File: src/rtl/usid_pkg.sv
package usid_pkg;
  // Operating mode while a list streams through
  typedef enum logic {
    MODE_PACK = 1'b0,   // matching identifiers are folded into containers
    MODE_PASS = 1'b1    // prefix run ended; identifiers go out raw
  } usid_mode_e;
endpackage

File: src/rtl/usid_prefix_match.sv
module usid_prefix_match #(
  parameter int UID_W  = 16,
  parameter int PLEN_W = $clog2(UID_W) + 1
) (
  input  logic [UID_W-1:0]  sid_top,
  input  logic [UID_W-1:0]  cfg_prefix,
  input  logic [PLEN_W-1:0] cfg_plen,
  output logic              hit
);
  logic [UID_W-1:0] mask;

  // Mask covers the top cfg_plen bits; lengths beyond UID_W saturate
  always_comb begin
    for (int b = 0; b < UID_W; b++) begin
      mask[UID_W-1-b] = (b < int'(cfg_plen));
    end
  end

  assign hit = ((sid_top ^ cfg_prefix) & mask) == '0;
endmodule

File: src/rtl/usid_pack_acc.sv
module usid_pack_acc #(
  parameter int SID_W = 128,
  parameter int UID_W = 16,
  parameter int SLOTS = SID_W / UID_W - 1,
  parameter int CW    = $clog2(SLOTS + 1)
) (
  input  logic             clk,
  input  logic             rst_n,
  input  logic             clr,
  input  logic             push,
  input  logic [UID_W-1:0] uid,
  input  logic [UID_W-1:0] prefix,
  output logic [SID_W-1:0] cur_word,
  output logic [SID_W-1:0] push_word,
  output logic [CW-1:0]    cnt
);
  logic [UID_W-1:0] slot_q [SLOTS];
  logic [CW-1:0]    cnt_q;

  always_ff @(posedge clk) begin
    if (!rst_n || clr) begin
      cnt_q <= '0;
      for (int k = 0; k < SLOTS; k++) slot_q[k] <= '0;
    end else if (push) begin
      cnt_q <= cnt_q + CW'(1);
      for (int k = 0; k < SLOTS; k++) begin
        if (k == int'(cnt_q)) slot_q[k] <= uid;
      end
    end
  end

  assign cur_word [SID_W-1 -: UID_W] = prefix;
  assign push_word[SID_W-1 -: UID_W] = prefix;

  // Slot k sits right below the prefix, earlier micro-IDs higher
  for (genvar k = 0; k < SLOTS; k++) begin : g_slot
    localparam int LO = SID_W - UID_W * (k + 2);
    assign cur_word [LO +: UID_W] = slot_q[k];
    assign push_word[LO +: UID_W] = (k == int'(cnt_q)) ? uid : slot_q[k];
  end

  assign cnt = cnt_q;


  full_never_held_chk: assert property (@(posedge clk) disable iff (!rst_n)
    int'(cnt_q) < SLOTS);
endmodule

File: src/rtl/usid_out_stage.sv
module usid_out_stage #(
  parameter int DW = 128,
  parameter int SW = 12
) (
  input  logic          clk,
  input  logic          rst_n,
  input  logic          load,
  input  logic [DW-1:0] d_data,
  input  logic          d_last,
  input  logic          d_packed,
  input  logic [SW-1:0] d_saved,
  output logic          can_load,
  output logic          out_valid,
  input  logic          out_ready,
  output logic [DW-1:0] out_data,
  output logic          out_last,
  output logic          out_packed,
  output logic [SW-1:0] out_saved
);
  assign can_load = !out_valid || out_ready;

  always_ff @(posedge clk) begin
    if (!rst_n) begin
      out_valid  <= 1'b0;
      out_data   <= '0;
      out_last   <= 1'b0;
      out_packed <= 1'b0;
      out_saved  <= '0;
    end else if (load && can_load) begin
      out_valid  <= 1'b1;
      out_data   <= d_data;
      out_last   <= d_last;
      out_packed <= d_packed;
      out_saved  <= d_saved;
    end else if (out_ready) begin
      out_valid  <= 1'b0;
    end
  end


  stall_hold_chk: assert property (@(posedge clk) disable iff (!rst_n)
    (out_valid && !out_ready) |=> (out_valid && $stable(out_data) && $stable(out_last)
                                   && $stable(out_packed) && $stable(out_saved)));
endmodule

File: src/rtl/usid_compressor.sv
module usid_compressor
  import usid_pkg::*;
#(
  parameter int SID_W  = 128,
  parameter int UID_W  = 16,
  parameter int CNT_W  = 8,
  parameter int PLEN_W = $clog2(UID_W) + 1
) (
  input  logic                                 clk,
  input  logic                                 rst_n,
  input  logic [UID_W-1:0]                     cfg_prefix,
  input  logic [PLEN_W-1:0]                    cfg_plen,
  input  logic                                 in_valid,
  output logic                                 in_ready,
  input  logic [SID_W-1:0]                     in_sid,
  input  logic                                 in_last,
  output logic                                 out_valid,
  input  logic                                 out_ready,
  output logic [SID_W-1:0]                     out_data,
  output logic                                 out_last,
  output logic                                 out_packed,
  output logic [CNT_W+$clog2(SID_W/8)-1:0]     out_saved
);
  localparam int SLOTS = SID_W / UID_W - 1;
  localparam int CW    = $clog2(SLOTS + 1);
  localparam int SH    = $clog2(SID_W / 8);
  localparam int SAV_W = CNT_W + SH;

  usid_mode_e       mode_q, mode_d;
  logic [CNT_W-1:0] in_cnt_q, out_cnt_q;
  logic             hit, can_load;
  logic             consume, emit, acc_push, acc_clr;
  logic [SID_W-1:0] cur_word, push_word, e_data;
  logic             e_last, e_packed;
  logic [SAV_W-1:0] e_saved;
  logic [CW-1:0]    acc_cnt;
  logic             flush_first;

  usid_prefix_match #(.UID_W(UID_W), .PLEN_W(PLEN_W)) u_match (
    .sid_top    (in_sid[SID_W-1 -: UID_W]),
    .cfg_prefix (cfg_prefix),
    .cfg_plen   (cfg_plen),
    .hit        (hit)
  );

  usid_pack_acc #(.SID_W(SID_W), .UID_W(UID_W), .SLOTS(SLOTS), .CW(CW)) u_acc (
    .clk       (clk),
    .rst_n     (rst_n),
    .clr       (acc_clr),
    .push      (acc_push),
    .uid       (in_sid[UID_W-1:0]),
    .prefix    (cfg_prefix),
    .cur_word  (cur_word),
    .push_word (push_word),
    .cnt       (acc_cnt)
  );

  // A non-matching identifier behind a partial container waits one beat
  assign flush_first = (mode_q == MODE_PACK) && !hit && (acc_cnt != '0);
  assign in_ready    = can_load && !flush_first;

  always_comb begin
    consume  = 1'b0;
    emit     = 1'b0;
    acc_push = 1'b0;
    acc_clr  = 1'b0;
    e_data   = in_sid;
    e_last   = 1'b0;
    e_packed = 1'b0;
    mode_d   = mode_q;
    if (in_valid && can_load) begin
      if (mode_q == MODE_PACK && hit) begin
        consume  = 1'b1;
        acc_push = 1'b1;
        if (acc_cnt == CW'(SLOTS - 1) || in_last) begin
          emit     = 1'b1;
          acc_clr  = 1'b1;
          e_data   = push_word;
          e_packed = 1'b1;
          e_last   = in_last;
        end
      end else if (flush_first) begin
        emit     = 1'b1;
        acc_clr  = 1'b1;
        e_data   = cur_word;
        e_packed = 1'b1;
        mode_d   = MODE_PASS;
      end else begin
        consume = 1'b1;
        emit    = 1'b1;
        e_last  = in_last;
        mode_d  = in_last ? MODE_PACK : MODE_PASS;
      end
    end
  end

  // Words out never exceed identifiers in, so the difference stays positive
  assign e_saved = (consume && in_last) ? {in_cnt_q - out_cnt_q, {SH{1'b0}}} : '0;

  always_ff @(posedge clk) begin
    if (!rst_n) begin
      mode_q    <= MODE_PACK;
      in_cnt_q  <= '0;
      out_cnt_q <= '0;
    end else if (consume && in_last) begin
      mode_q    <= MODE_PACK;
      in_cnt_q  <= '0;
      out_cnt_q <= '0;
    end else begin
      mode_q    <= mode_d;
      if (consume) in_cnt_q  <= in_cnt_q + CNT_W'(1);
      if (emit)    out_cnt_q <= out_cnt_q + CNT_W'(1);
    end
  end

  usid_out_stage #(.DW(SID_W), .SW(SAV_W)) u_out (
    .clk        (clk),
    .rst_n      (rst_n),
    .load       (emit),
    .d_data     (e_data),
    .d_last     (e_last),
    .d_packed   (e_packed),
    .d_saved    (e_saved),
    .can_load   (can_load),
    .out_valid  (out_valid),
    .out_ready  (out_ready),
    .out_data   (out_data),
    .out_last   (out_last),
    .out_packed (out_packed),
    .out_saved  (out_saved)
  );


  pass_raw_chk: assert property (@(posedge clk) disable iff (!rst_n)
    (mode_q == MODE_PASS && in_valid && in_ready)
      |=> (out_valid && !out_packed && out_data == $past(in_sid)));


  packed_prefix_chk: assert property (@(posedge clk) disable iff (!rst_n)
    (out_valid && out_packed) |-> (out_data[SID_W-1 -: UID_W] == cfg_prefix));


  fresh_start_chk: assert property (@(posedge clk) disable iff (!rst_n)
    (in_valid && in_ready && in_last)
      |=> (mode_q == MODE_PACK && in_cnt_q == '0 && out_cnt_q == '0 && acc_cnt == '0));
endmodule

File: config.mk
export PLATFORM = sky130hd
export DESIGN_NAME = usid_compressor
export DESIGN_NICKNAME = d
export VERILOG_FILES = /design/src/rtl/usid_pkg.sv /design/src/rtl/usid_prefix_match.sv /design/src/rtl/usid_pack_acc.sv /design/src/rtl/usid_out_stage.sv /design/src/rtl/usid_compressor.sv
export SDC_FILE = /design/constraint.sdc
export NUM_CORES = 1
export LEC_CHECK = 0
export ABC_CLOCK_PERIOD_IN_PS = 7820
export CAP_MARGIN = 20
export CORE_AREA = 2 2 207 209
export DETAILED_ROUTE_END_ITERATION = 10
export DIE_AREA = 0 0 209 211
export SLEW_MARGIN = 10
export SYNTH_ARGS = -nofsm -noshare
export SYNTH_HDL_FRONTEND = slang
export SYNTH_SLANG_ARGS = --single-unit
File: constraint.sdc
create_clock -name clk -period 7.82 [get_ports clk]
set_input_delay 1.173 -clock clk [delete_from_list [all_inputs] [get_ports clk]]
set_output_delay 1.173 -clock clk [all_outputs]
set_load 0.01 [all_outputs]
# == Word level (Yosys, flattened, before mapping) ==
# Memories as Yosys holds them, arrays and structs flattened.
# Index checks and enable logic that the tools add are counted.
# word_totals
regBits,163
ramBits,112
in_bits,154
output_inout_bits,144
mem_count,1
# classes
n_addsub,4
order_cmp,16
n_eq_ne,7
mux,68
bitwise_logic,12
n_reduce_logical,20
# memory_table
name,words,width,rd,rd_ports_with_merged_regs,wr,line,source
u_acc.slot_q,7,16,7,0,7,usid_pack_acc.sv:17,logic [UID_W-1:0] slot_q [SLOTS];
# op_table
operator,n
$mux 128,4
$mux 16,14
$mux 1,49
$lt 4x5->1 const A,8
$lt 3x5->1 const A,4
$add 8x1->8 const B,2
$and 16x16->16,1
$logic_not 16->1,1
$xor 16x16->16,1
$eq 3x3->1 const A,4
$mux 12,1
$lt 1x5->1 const A,2
$lt 2x5->1 const A,2
$sub 8x8->8,1
$logic_and 1x1->1,7
$or 1x1->1,7
$eq 2x3->1 const A,2
$logic_not 1->1,4
$add 3x1->3 const B,1
$eq 3x3->1 const B,1
$logic_not 3->1,1
$logic_or 1x1->1,3
$not 1->1,3
$reduce_bool 3->1,1
3 further kinds,3

# == Depth between registers and ports, before layout ==
# depth
ltp_word,13
mapped_depth,12
depth_no_buf,10

# == Cells and area by module ==
# Synthesis repeated with hierarchy kept, for this count alone.
# unflattened
cells_unflattened,1705
hier_area_um2,15871.5
# modules_own_cells
mod,n_inst,cells_each,area_each_um2
usid_pack_acc,1,456,6334.8
usid_out_stage,1,621,5650.4
usid_compressor,1,582,3500.9
usid_prefix_match,1,46,385.4

# == Least setup slack after synthesis ==
# Ideal clock, no wire load.
# synth_timing
path_kind,input -> register
from,in cfg_plen[4]
to,mem u_acc.slot_q[1][0] (netlist: u_acc.slot_q[0][16]) (enable)
setup_ns,0.411
arrival_ns,3.798
t_required_ns,7.409
setup_slack_ns,3.611
cell_stages,9
cell_sequence,buf_4 > nor4_4 > o22ai_1 > nor2_1 > nand4_2 > nor2_4 > nand2_2 > clkbuf_1 > o21ai_0
# synth_lines
element,line,source
from (decl),usid_compressor.sv:12,"input logic [PLEN_W-1:0] cfg_plen,"
to (decl),usid_pack_acc.sv:17,

# == Final worst setup path ==
# layout_timing
from,in cfg_plen[2]
to,out in_ready
# layout_between
elab_chain_cells,8
elab_cells_between_ends,23
cone_classes,16 x order compare; 1 x bitwise; 6 x reduce/logical
# layout_lines
element,line,source
$lt 4x5->1 (tied with other cells),usid_prefix_match.sv:15,mask[UID_W-1-b] = (b < int'(cfg_plen));
$and 16x16->16 (*),usid_prefix_match.sv:19,assign hit = ((sid_top ^ cfg_prefix) & mask) == '0;
$logic_not 16->1 (*),usid_prefix_match.sv:19,
$logic_not 1->1 (*),usid_compressor.sv:59,assign flush_first = (mode_q == MODE_PACK) && !hit && (acc_cnt != '0);
$logic_and 1x1->1 (*) (2 in series),usid_compressor.sv:59,
$logic_not 1->1 (*),usid_compressor.sv:60,assign in_ready = can_load && !flush_first;
$logic_and 1x1->1 (*),usid_compressor.sv:60,
to (decl),usid_compressor.sv:14,"output logic in_ready,"
# Mark *: on every way between the ends. The rest lies on a longest branch, timed or not.

==> metrics.md <==
| Metric | Value |
|---|---|
| Post-route DRC | 0 |
| GR Util All Layers | 21.8% |
| Cell Pwr Density | 196 nW/um^2 |
| Initial antenna violation count | 2 |
| Critical path data required time | 6.65 ns |
| Primary FF master, synth | dfxtp_1 |
| Hold Fails Final Rpt | 0 |
| Clock period minus worst slack | roughly 5 ns |
| Max cap viols | 0 |
| Clk pin slew, worst setup/hold paths | 0.06 ns |
| Max rail drop VDD | roughly 0.16 mV |
| Drt first-iter violations | 938 |
| HPWL Detailed | 32200 um |
| Worst path bufs/invs | 2 |
| Yosys reg bits | ~270 |
| Post-synth EDFFs | roughly 110 |
| Clk_lat worst skew | 0.57 ns |
| Root Driver | clkbuf_16 |
| Die Span Y | 211 um |
| DP Worst Slack | 2.69 ns |
| R2R setup slack | 4.20 ns |
| WL final | 49900 um |
| Synth warnings | 0 |
| Max-Slew Margin vs Limit | 24.1% |
| Most common cell in the netlist | dfxtp_1 |
| R2r endpoint | u_acc.slot_q[0][110] |
| Placed cells | 2231 |
| Vias in the first global route | 12200 |
| LEAKAGE | between 7 and 8 nW |
| CP max FO | 11 |
| Ys async rst share | 0% |
| Cells along the critical path | clkdlybuf4s50_1 -> maj3_2 -> o22ai_1 -> nand4_2 -> nor2_4 -> o21a_1 -> clkdlybuf4s50_1 |
| Critical Path Max Stage Delay | 0.64 ns |
| Initial Utilization | 34.6% |
| Slowest cell on crit path | clkdlybuf4s50_1 |
| Via-per-instance ratio | about 5.6 |
| Routed len/inst | 21.7 um |
| Levels on crit path | 7 |
| Final setup viols | 0 |
| Period Utilization, post-route | between 60% and 70% |
| First-pass detailed-route iteration total | 5 |
| Hold_buf cts | 0 |
| CTS Sinks | ~270 |
| Antenna Nets Post-Route | 0 |
| CTS resizes | 0 |
| Synth Area per Inst | 9.57 um^2 |
| Design area | 18900 um^2 |
| Layout Area Growth over Synthesis | 30.7% |
| Worst r2r src | u_acc.cnt[2] |
| Setup TNS | 0 ns |
| First-pass GRT wire length | 74700 um |
| Critical Path End Type | output pin |
| Hold Path Class | flop to flop |
| Worst Skew | 0.0287 ns |
| Min-delay src | u_out.out_data[125] |
| Final layout net count | 1898 |
| Startpoint types | input port |
| Placed inst area | ~18000 um^2 |
| Worst Setup EP | in_ready |
| CTS tree | built |
| Most instantiated cells after synthesis | dfxtp_1, o21ai_0, a21oi_1 |
| Critical path arrival | between 3 and 4 ns |
| Postcts setup bufs | 0 |
| Largest area contributor in the netlist | edfxtp_1 |
| Grt ovf | 0 |
| Routability cong. | around 0.81 |
| Top delay family on crit path | buffers and inverters |
| H-tree Lvls | 1 |
| Share of layout cells above drive strength 1 | 7.19% |
| Most frequent cell on the critical path | clkdlybuf4s50_1 |
| Sequential-to-total area share from yosys stat | 45.2% |
| Fmax | about 0.20 GHz |
| Slew at the pin with the worst max-slew slack | 1.14 ns |
| Synth Cell Area | 14500 um^2 |
| Count of different cell masters after synthesis | 70 |
| Num rows | 75 |
| Worst setup path startpoint | cfg_plen[2] |
| Pins Over Slew Limit | 0 |
| Clk buf depth | 3 |
| Vias | 12800 |
| RSZ-0062 raised after global routing | no |
| CP Class | input port to output pin |
| Filler cell count | 3893 |
| Core ar. | 41800 um^2 |
| I/O pin total | 298 |
| Setup ws final | 2.87 ns |
| Pin count of the biggest net entering global routing | 135 |
| Die area | 44100 um^2 |
| Port bufs | roughly 290 |
| R2R depth | 7 |
| Cell Count, Final, Fillers Out | 2294 |
| Syn Inst Count | between 1500 and 2000 |
| Cts bufs inserted | 31 |
| Area share of the largest cell type after synthesis | 23.2% |
| Leading post-synthesis cells by cell area | edfxtp_1, dfxtp_1, mux2i_1 |
| Horiz. Die Dim | 209 um |
| Status | completed |
[through the flow]
stage	total power, mW	hold WS, ns	util, %
final	3.70	0.480	45.3
after global routing	3.84	0.487	45.3
after CTS	3.73	0.483	45.1
after detailed placement	2.17	0.465	42.4
after global placement	2.16	0.464	42.3
after floorplan	1.87	0.458	-
[worst register-to-register path, stage by stage, from the launching register on]
cell and delay [ns]:
dfxtp_1 0.53, clkinv_1 0.22, nand2_2 0.09, buf_4 0.60, o21ai_1 0.50, o31a_1 0.47
buf_4 0.23, inv_1 0.59
[per-layer routing]
metal	vias to the layer above	global-route usage [%]	part of all wire [%]
met2	433	35.1	47
met4	0	8.20	3.2
met1	6208	29.8	44
li1	6049	-	-
met5	-	0	0
met3	82	3.02	5.8
[sequential cells by signal, indices dropped and copies added (netlist names)]
register and cells:
u_out.out_saved 8, u_out.out_packed 1, mode_q 1, u_acc.cnt 3
u_out.out_data 128, u_acc.slot_q 112, u_out.out_valid 1, out_cnt_q 8
u_out.out_last 1, in_cnt_q 8
[power breakdown]
group | internal [mW] | switching, mW
clock | 0.950 | 0.607
combinational | 0.264 | 0.285
sequential | 1.55 | 0.0449
[layout make-up]
| cell class | count | area [um^2] | share of cell area (%) |
|---|---|---|---|
| multi-input combinational | 1077 | 7230 | 38.3 |
| clock buffer | 48 | 972 | 5.14 |
| timing repair buffer | 329 | 3270 | 17.3 |
| inverter | 19 | 71.3 | 0.377 |
| clock inverter | 9 | 130 | 0.688 |
| sequential | 271 | 6550 | 34.6 |
| tap | 539 | 674 | 3.57 |
| antenna | 2 | 5.00 | 0.0265 |
[cell families (layout without fill, tap and decap cells)]
logic type	after synthesis	count (layout)	synth area share, %
AO/OA/AOI/OAI	498	498	22.3
AND/OR/NAND/NOR	411	411	15.8
flip-flops	271	271	45.2
buffers and inverters	167	405	5.09
multiplexers	117	117	8.23
XOR/XNOR	31	31	1.88
adder cells (fa/ha/maj)	16	16	1.43
other	1	6	0.0259
[worst min-delay path by stage]
| stage | cells after the start | slack [ns] | end |
|---|---|---|---|
| floorplan | 2 | 0.46 | out_cnt_q[5] |
| global placement | 1 | 0.46 | u_out.out_data[125] |
| detailed placement | 1 | 0.46 | u_out.out_data[125] |
| CTS | 1 | 0.48 | u_out.out_saved[4] |
| global route | 1 | 0.49 | u_out.out_saved[4] |
| finish | 1 | 0.48 | u_out.out_data[125] |
[cells in the final DEF, fill, tap and decap left out, types with 18 or more instances in the layout]
cell / synthesis / layout
clkdlybuf4s50_1: 0 / 292
dfxtp_1: 159 / 159
a21oi_1: 128 / 127
o21ai_0: 129 / 123
and2_1: 115 / 115
edfxtp_1: 112 / 112
nand2_1: 107 / 105
mux2i_1: 101 / 101
a31oi_1: 81 / 81
and3_1: 70 / 70
o22a_1: 68 / 68
nand3_1: 43 / 43
clkbuf_16: 0 / 33
buf_4: 8 / 30
a22o_1: 25 / 25
xnor2_1: 21 / 21
nor2_1: 22 / 21
nor3_1: 18 / 18
(Power assumes the default switching activity.)
